`config.mk`:
```
export PLATFORM = sky130hd
export DESIGN_NAME = qdec_axis
export DESIGN_NICKNAME = d
export VERILOG_FILES = /design/src/rtl/qdec_pkg.sv /design/src/rtl/qdec_sync.sv /design/src/rtl/qdec_decode.sv /design/src/rtl/qdec_counter.sv /design/src/rtl/qdec_axis.sv
export SDC_FILE = /design/constraint.sdc
export NUM_CORES = 1
export LEC_CHECK = 0
export BUFFER_PORTS_ARGS = -buffer_cell sky130_fd_sc_hd__buf_2
export CAP_MARGIN = 10
export CORE_MARGIN = 4
export CORE_UTILIZATION = 40
export DETAILED_ROUTE_END_ITERATION = 12
export PLACE_DENSITY_LB_ADDON = 0.3
export SYNTH_ARGS = -nofsm -noshare
export SYNTH_HDL_FRONTEND = slang
export SYNTH_SLANG_ARGS = --single-unit
export TNS_END_PERCENT = 100
```
`constraint.sdc`:
```
create_clock -name clk_i -period 3.5 [get_ports clk_i]
set_clock_uncertainty 0.1 [all_clocks]
set_input_delay 0.7 -clock clk_i [delete_from_list [all_inputs] [get_ports clk_i]]
set_output_delay 0.7 -clock clk_i [all_outputs]
set_load 0.03 [all_outputs]
```
`src/rtl/qdec_pkg.sv`:
```
package qdec_pkg;
  typedef enum logic [1:0] {
    RES_OFF = 2'b00,
    RES_X2  = 2'b01,
    RES_X4  = 2'b10,
    RES_X1  = 2'b11
  } res_mode_e;
endpackage

```
`src/rtl/qdec_sync.sv`:
```
module qdec_sync #(
  parameter int STAGES = 2
) (
  input  logic clk_i,
  input  logic rst_ni,
  input  logic a_i,
  input  logic b_i,
  output logic a_o,
  output logic b_o,
  output logic valid_o
);
  localparam int WW = $clog2(STAGES + 1);

  logic [STAGES-1:0] a_ff, b_ff;
  logic [WW-1:0]     warm_q;

  always_ff @(posedge clk_i or negedge rst_ni) begin
    if (!rst_ni) begin
      a_ff[0] <= 1'b0;
      b_ff[0] <= 1'b0;
    end else begin
      a_ff[0] <= a_i;
      b_ff[0] <= b_i;
    end
  end

  for (genvar i = 1; i < STAGES; i++) begin : g_stage
    always_ff @(posedge clk_i or negedge rst_ni) begin
      if (!rst_ni) begin
        a_ff[i] <= 1'b0;
        b_ff[i] <= 1'b0;
      end else begin
        a_ff[i] <= a_ff[i-1];
        b_ff[i] <= b_ff[i-1];
      end
    end
  end

  // output is a real sample once the chain has filled
  always_ff @(posedge clk_i or negedge rst_ni) begin
    if (!rst_ni)                     warm_q <= '0;
    else if (warm_q != WW'(STAGES)) warm_q <= warm_q + 1'b1;
  end

  assign a_o     = a_ff[STAGES-1];
  assign b_o     = b_ff[STAGES-1];
  assign valid_o = (warm_q == WW'(STAGES));
endmodule

```
`src/rtl/qdec_decode.sv`:
```
module qdec_decode
  import qdec_pkg::*;
(
  input  logic       clk_i,
  input  logic       rst_ni,
  input  logic       a_i,
  input  logic       b_i,
  input  logic       valid_i,
  input  logic [1:0] mode_i,
  output logic       ev_o,
  output logic       up_o
);
  res_mode_e mode;
  logic a_q, b_q, primed_q;
  logic a_chg, b_chg, qual, dir;

  assign mode  = res_mode_e'(mode_i);
  assign a_chg = a_i ^ a_q;
  assign b_chg = b_i ^ b_q;

  always_comb begin
    qual = 1'b0;
    dir  = 1'b1;
    if (primed_q && (a_chg ^ b_chg)) begin
      unique case (mode)
        RES_X4: begin
          qual = 1'b1;
          dir  = a_chg ? (a_i ^ b_i) : ~(a_i ^ b_i);
        end
        RES_X2: begin
          qual = a_chg;
          dir  = a_i ^ b_i;
        end
        RES_X1: begin
          qual = a_chg & a_i;
          dir  = ~b_i;
        end
        default: qual = 1'b0;
      endcase
    end
  end

  always_ff @(posedge clk_i or negedge rst_ni) begin
    if (!rst_ni) begin
      a_q      <= 1'b0;
      b_q      <= 1'b0;
      primed_q <= 1'b0;
      ev_o     <= 1'b0;
      up_o     <= 1'b1;
    end else begin
      a_q      <= a_i;
      b_q      <= b_i;
      primed_q <= valid_i;
      ev_o     <= qual;
      if (qual) up_o <= dir;
    end
  end
endmodule

```
`src/rtl/qdec_counter.sv`:
```
module qdec_counter #(
  parameter int CNT_W = 32
) (
  input  logic             clk_i,
  input  logic             rst_ni,
  input  logic             ev_i,
  input  logic             up_i,
  output logic             pulse_o,
  output logic [CNT_W-1:0] pos_o
);
  localparam logic [CNT_W-1:0] ONE = CNT_W'(1);

  always_ff @(posedge clk_i or negedge rst_ni) begin
    if (!rst_ni) begin
      pos_o   <= '0;
      pulse_o <= 1'b0;
    end else begin
      pulse_o <= ev_i;
      if (ev_i) pos_o <= up_i ? pos_o + ONE : pos_o - ONE;
    end
  end
endmodule

```
`src/rtl/qdec_axis.sv`:
```
module qdec_axis #(
  parameter int CNT_W       = 32,
  parameter int SYNC_STAGES = 2
) (
  input  logic             clk_i,
  input  logic             rst_ni,
  input  logic             ch_a_i,
  input  logic             ch_b_i,
  input  logic [1:0]       mode_i,
  output logic             cnt_pulse_o,
  output logic             up_o,
  output logic [CNT_W-1:0] pos_o
);
  logic a_s, b_s, s_valid, ev;

  qdec_sync #(.STAGES(SYNC_STAGES)) u_sync (
    .clk_i, .rst_ni, .a_i(ch_a_i), .b_i(ch_b_i),
    .a_o(a_s), .b_o(b_s), .valid_o(s_valid)
  );

  qdec_decode u_dec (
    .clk_i, .rst_ni, .a_i(a_s), .b_i(b_s), .valid_i(s_valid),
    .mode_i, .ev_o(ev), .up_o
  );

  qdec_counter #(.CNT_W(CNT_W)) u_cnt (
    .clk_i, .rst_ni, .ev_i(ev), .up_i(up_o),
    .pulse_o(cnt_pulse_o), .pos_o
  );
endmodule

```
Yosys cells after proc, flatten, opt, wreduce, memory -nomap -nowiden
Cells that the tools add are included.
{"block": "word_totals", "reg_bits": 44, "elab_cells": 34}
{"block": "op_classes", "addsub": 3, "n_eq_ne": 5, "mux": 6, "bitwise_logic": 7, "reduce_logical": 1}
{"cell": "$add 32x1->32 const B", "n": 1}
{"cell": "$mux 32", "n": 1}
{"cell": "$sub 32x1->32 const B", "n": 1}
{"cell": "$eq 2x2->1 const B", "n": 3}
{"cell": "$pmux 1 s3", "n": 2}
{"cell": "$xor 1x1->1", "n": 4}
{"cell": "$mux 1", "n": 3}
{"cell": "$add 2x1->2 const B", "n": 1}
{"cell": "$eq 2x1->1 const B", "n": 1}
{"cell": "$ne 2x2->1 const B", "n": 1}
{"cell": "$not 1->1", "n": 2}
{"cell": "$and 1x1->1", "n": 1}
{"cell": "$logic_and 1x1->1", "n": 1}

Depth between registers and ports, before layout
{"block": "logic_depth", "depth_word": 5, "depth_mapped": 11, "mapped_depth_nobuf": 10}

Modules after synthesis
Synthesis repeated with hierarchy kept, for this count alone.
{"block": "hier_totals", "cells_unflattened": 354, "hier_area_um2": 3337.0}
{"module": "qdec_counter", "n_inst": 1, "cells_per_inst": 322, "area_each_um2": 2892.8, "seq_area_each_um2": 825.8}
{"module": "qdec_decode", "n_inst": 1, "cells_per_inst": 20, "area_each_um2": 247.7, "seq_area_each_um2": 126.4}
{"module": "qdec_sync", "n_inst": 1, "cells_per_inst": 12, "area_each_um2": 196.4, "seq_area_each_um2": 150.1}

Least setup slack after synthesis
No wires, ideal clock.
{"block": "synth_timing", "path_kind": "reg2reg", "start": "reg u_dec.up_o", "end": "reg u_cnt.pos_o[23]", "setup_ps": 125, "arrival_time_ps": 3061, "t_required_ps": 3275, "slack_ps": 214, "path_stages_with_launch": 11, "synth_period_minus_slack_ps": 3286, "path_cell_list": "dfstp_2 -> inv_1 -> ha_1 -> o211ai_1 -> o21bai_2 -> o2111ai_4 -> a211oi_4 -> o2111ai_2 -> and2_4 -> xnor2_1 -> mux2_2"}
{"block": "synth_between", "elab_chain_len": 1}
{"element": "start: declaration", "line": "qdec_decode.sv:11", "source": "output logic up_o"}
{"element": "start signal: assignment", "line": "qdec_decode.sv:55", "source": "if (qual) up_o <= dir;"}
{"element": "$mux 32", "line": "qdec_counter.sv:19", "source": "if (ev_i) pos_o <= up_i ? pos_o + ONE : pos_o - ONE;"}
{"element": "end signal: assignment", "line": "qdec_counter.sv:19"}
{"element": "end: declaration", "line": "qdec_counter.sv:9", "source": "output logic [CNT_W-1:0] pos_o"}
No other way between the ends.
A chain may end at the register's enable or synchronous reset.

Worst setup path in the final report
{"block": "layout_timing", "start": "reg u_dec.up_o", "end": "reg u_cnt.pos_o[26]"}
Same word-level chain as after synthesis.

==> results.md <==
- Hold Path Cell Cnt: 0
- Sequential cell area fraction in the yosys report: approximately 33%
- WL final: 7.36 mm
- RSZ-0062 raised after global routing: false
- Yosys reg bits: 44
- Max_cap viols: 0
- Arr. time, crit path: between 3000 and 4000 ps
- Fin crit period: around 3200 ps
- Post-CTS sizing: 0
- Layout cells sized above 1: 23.3%
- I/O Pins: 40
- Antenna violations before repair: 0
- Origin of the worst setup path: u_dec.up_o
- Antenna viol nets, final: 0
- Post-DR wirelength/cell: around 15 µm
- Post-CTS setup buffer count: 0
- Die area: between 9000 and 10,000 µm²
- Nets: approximately 420
- CP Class: reg2reg
- Syn avg cell area: 9.63 µm²
- Worst flop-to-flop path startpoint: u_dec.up_o
- Fillers: ~840
- Final instance count without filler cells: 491
- Via-to-Cell Ratio: roughly 5.5
- Post-synth top flop: dfrtp_1
- Commonest cells after routing, fill and taps aside: dfrtp_1, buf_2, ha_1
- Slew @ Worst Pin: roughly 1000 ps
- Crit-path cells: inv_1 > buf_4 > ha_1 > a21oi_2 > o21ai_0 > and3_1 > nor3_4 > o221ai_2 > a21oi_2 > xnor2_1 > mux2_2
- Max-slew violations: 0
- Synth top area cells: dfrtp_1, ha_1, mux2_2
- Die H: approximately 100 µm
- N_diodes: 0
- Max H-tree Level: 2
- Biggest cell delay along the critical path: between 500 and 600 ps
- Crit path max-delay cell type: dfstp_2
- CP top delay family: compound AO/OA/AOI/OAI gates
- Critical path depth in cells: 11
- EDFF count, synth: 0
- Core Area: around 8200 µm²
- Synth cell types: 53
- Flop-to-flop setup slack: 320 ps
- Regs by FF count: u_cnt.pos_o (32), u_sync.warm_q (2)
- Sum Neg Setup Slack: 0 ps
- Reg2Reg Depth: 11
- # clock sinks: 44
- Final setup viols: 0
- WP data required: about 3600 ps
- CP most frequent cell: a21oi_2
- Die width: 99.9 µm
- FMAX: between 0.3 and 0.4 GHz
- CTS tree: built
- Cells after Synth: roughly 350
- Vias after detailed routing: ~2.7k
- Num CTS Buffers: 5
- CP Buf/Inv Count: 2
- Max reg flops: 32
- Cts hold-fix bufs: 0
- Area share of the largest cell type after synthesis: about a third
- Final GP Congestion: 0.866
- Length of the first detailed-routing pass in iterations: 4
- DP Cell Count: 483
- Syn-to-layout area delta: 12.0%
- Worst min path class: reg2reg
- Largest net degree at the start of global routing: between 40 and 50
- Warning count from the yosys run: 0
- Worst-path fanout max: 12
- Crit end category: register
- Min Hold Slack: approximately 250 ps
- Mapped Nets: a little under 400
- CTS Buffer Depth: 2
- DRC: 0
- Worst setup path endpoint: u_cnt.pos_o[26]
- GRT Overall Usage: between 15 and 20%
- Max-slew headroom: roughly 33%
- Top reg by flops: u_cnt.pos_o
- Clock-pin slew on the worst setup and hold paths: approximately 100 ps
- HP Start: u_sync.a_ff[0]
- Final hold violations: 0
- Outcome: completed
- Global-route wire length before repair: 12.6 mm
- Starting Density: 41.1%
- Worst skew pair latency: ~300 ps
- Commonest non-fill, non-tap cell in the layout: dfrtp_1
- Clock root cell: clkbuf_8
- Synthesized area: 3380 µm²
- Startpoint Class: register
- DR iter-0 viols: 48
- Synth async-reset ratio: 100%
- Leading area contributor after synthesis: dfrtp_1
- Grt ovf: 0
- Number of global-route vias before repair: between 2k and 3k
- Detail Placement HPWL: around 5.6 mm
- # rows: 33
- R2R Path End: u_cnt.pos_o[26]
- Final period utilization: 91.0%
- Number of port buffers: 39
## cells in the mapped netlist, drive strengths merged (2+ instances only)
master and instances:
xor2 13, a31oi 3, nor2b 4, o31ai 7
and2 4, and3 4, ha 32, mux2i 3
mux2 23, xnor2 20, o21a 4, a21o 21
nor2 12, nor3 7, dfrtp 43, a21boi 3
o2111ai 3, and4 2, buf 4, o211ai 3
nand2b 2, a211oi 3, inv 11, nand2 29
o21bai 5, o21ai 17, a21oi 34, clkbuf 11
nand4 9, or3 6
## cells by family (layout without fill, tap and decap cells)
| family | count (synthesis) | after routing | synth area share [%] |
|---|---|---|---|
| flops | 44 | 44 | 32.6 |
| compound gates | 107 | 107 | 22.3 |
| fa+ha+maj | 33 | 33 | 12.4 |
| xor+xnor | 33 | 33 | 8.55 |
| simple gates | 82 | 82 | 12.5 |
| buf+inv | 26 | 61 | 3.00 |
| mux | 26 | 26 | 8.55 |
## per-layer routing
metal | vias to the layer above | share of wire (%) | GRT usage, %
li1 | 1357 | - | -
met1 | 1281 | 47 | 20.1
met2 | 56 | 49 | 26.6
met3 | 3 | 3.3 | 2.36
met4 | 0 | 0.26 | 2.84
met5 | - | 0 | 0
## layout make-up
class	count	area (µm²)	area share (%)
clock buffers	5	68.8	1.82
clock inverters	3	46.3	1.22
inverters	11	41.3	1.09
multi-input cells	281	2180	57.5
flip-flops and latches	44	1100	29.1
well taps	105	131	3.47
repair buffers	42	218	5.75
## worst min path at each step
stage            endpoint
6_report       u_sync.a_o
3_3_place_gp   u_sync.b_o
3_5_place_dp   u_sync.a_o
5_1_grt        u_sync.a_o
4_1_cts        u_sync.a_o
2_1_floorplan  u_sync.a_o
## per-stage QoR
stage	setup WS, ps	instance area, µm²	utilization, %
floorplan	214	3380	-
global placement	372	3670	44.7
detailed placement	341	3670	44.7
CTS	329	3780	46.1
global route	101	3780	46.1
finish	317	3780	46.1
Power is left out: the tool's default activity adds up to more than one toggle a clock period on the data nets, which glitch-free logic cannot reach.
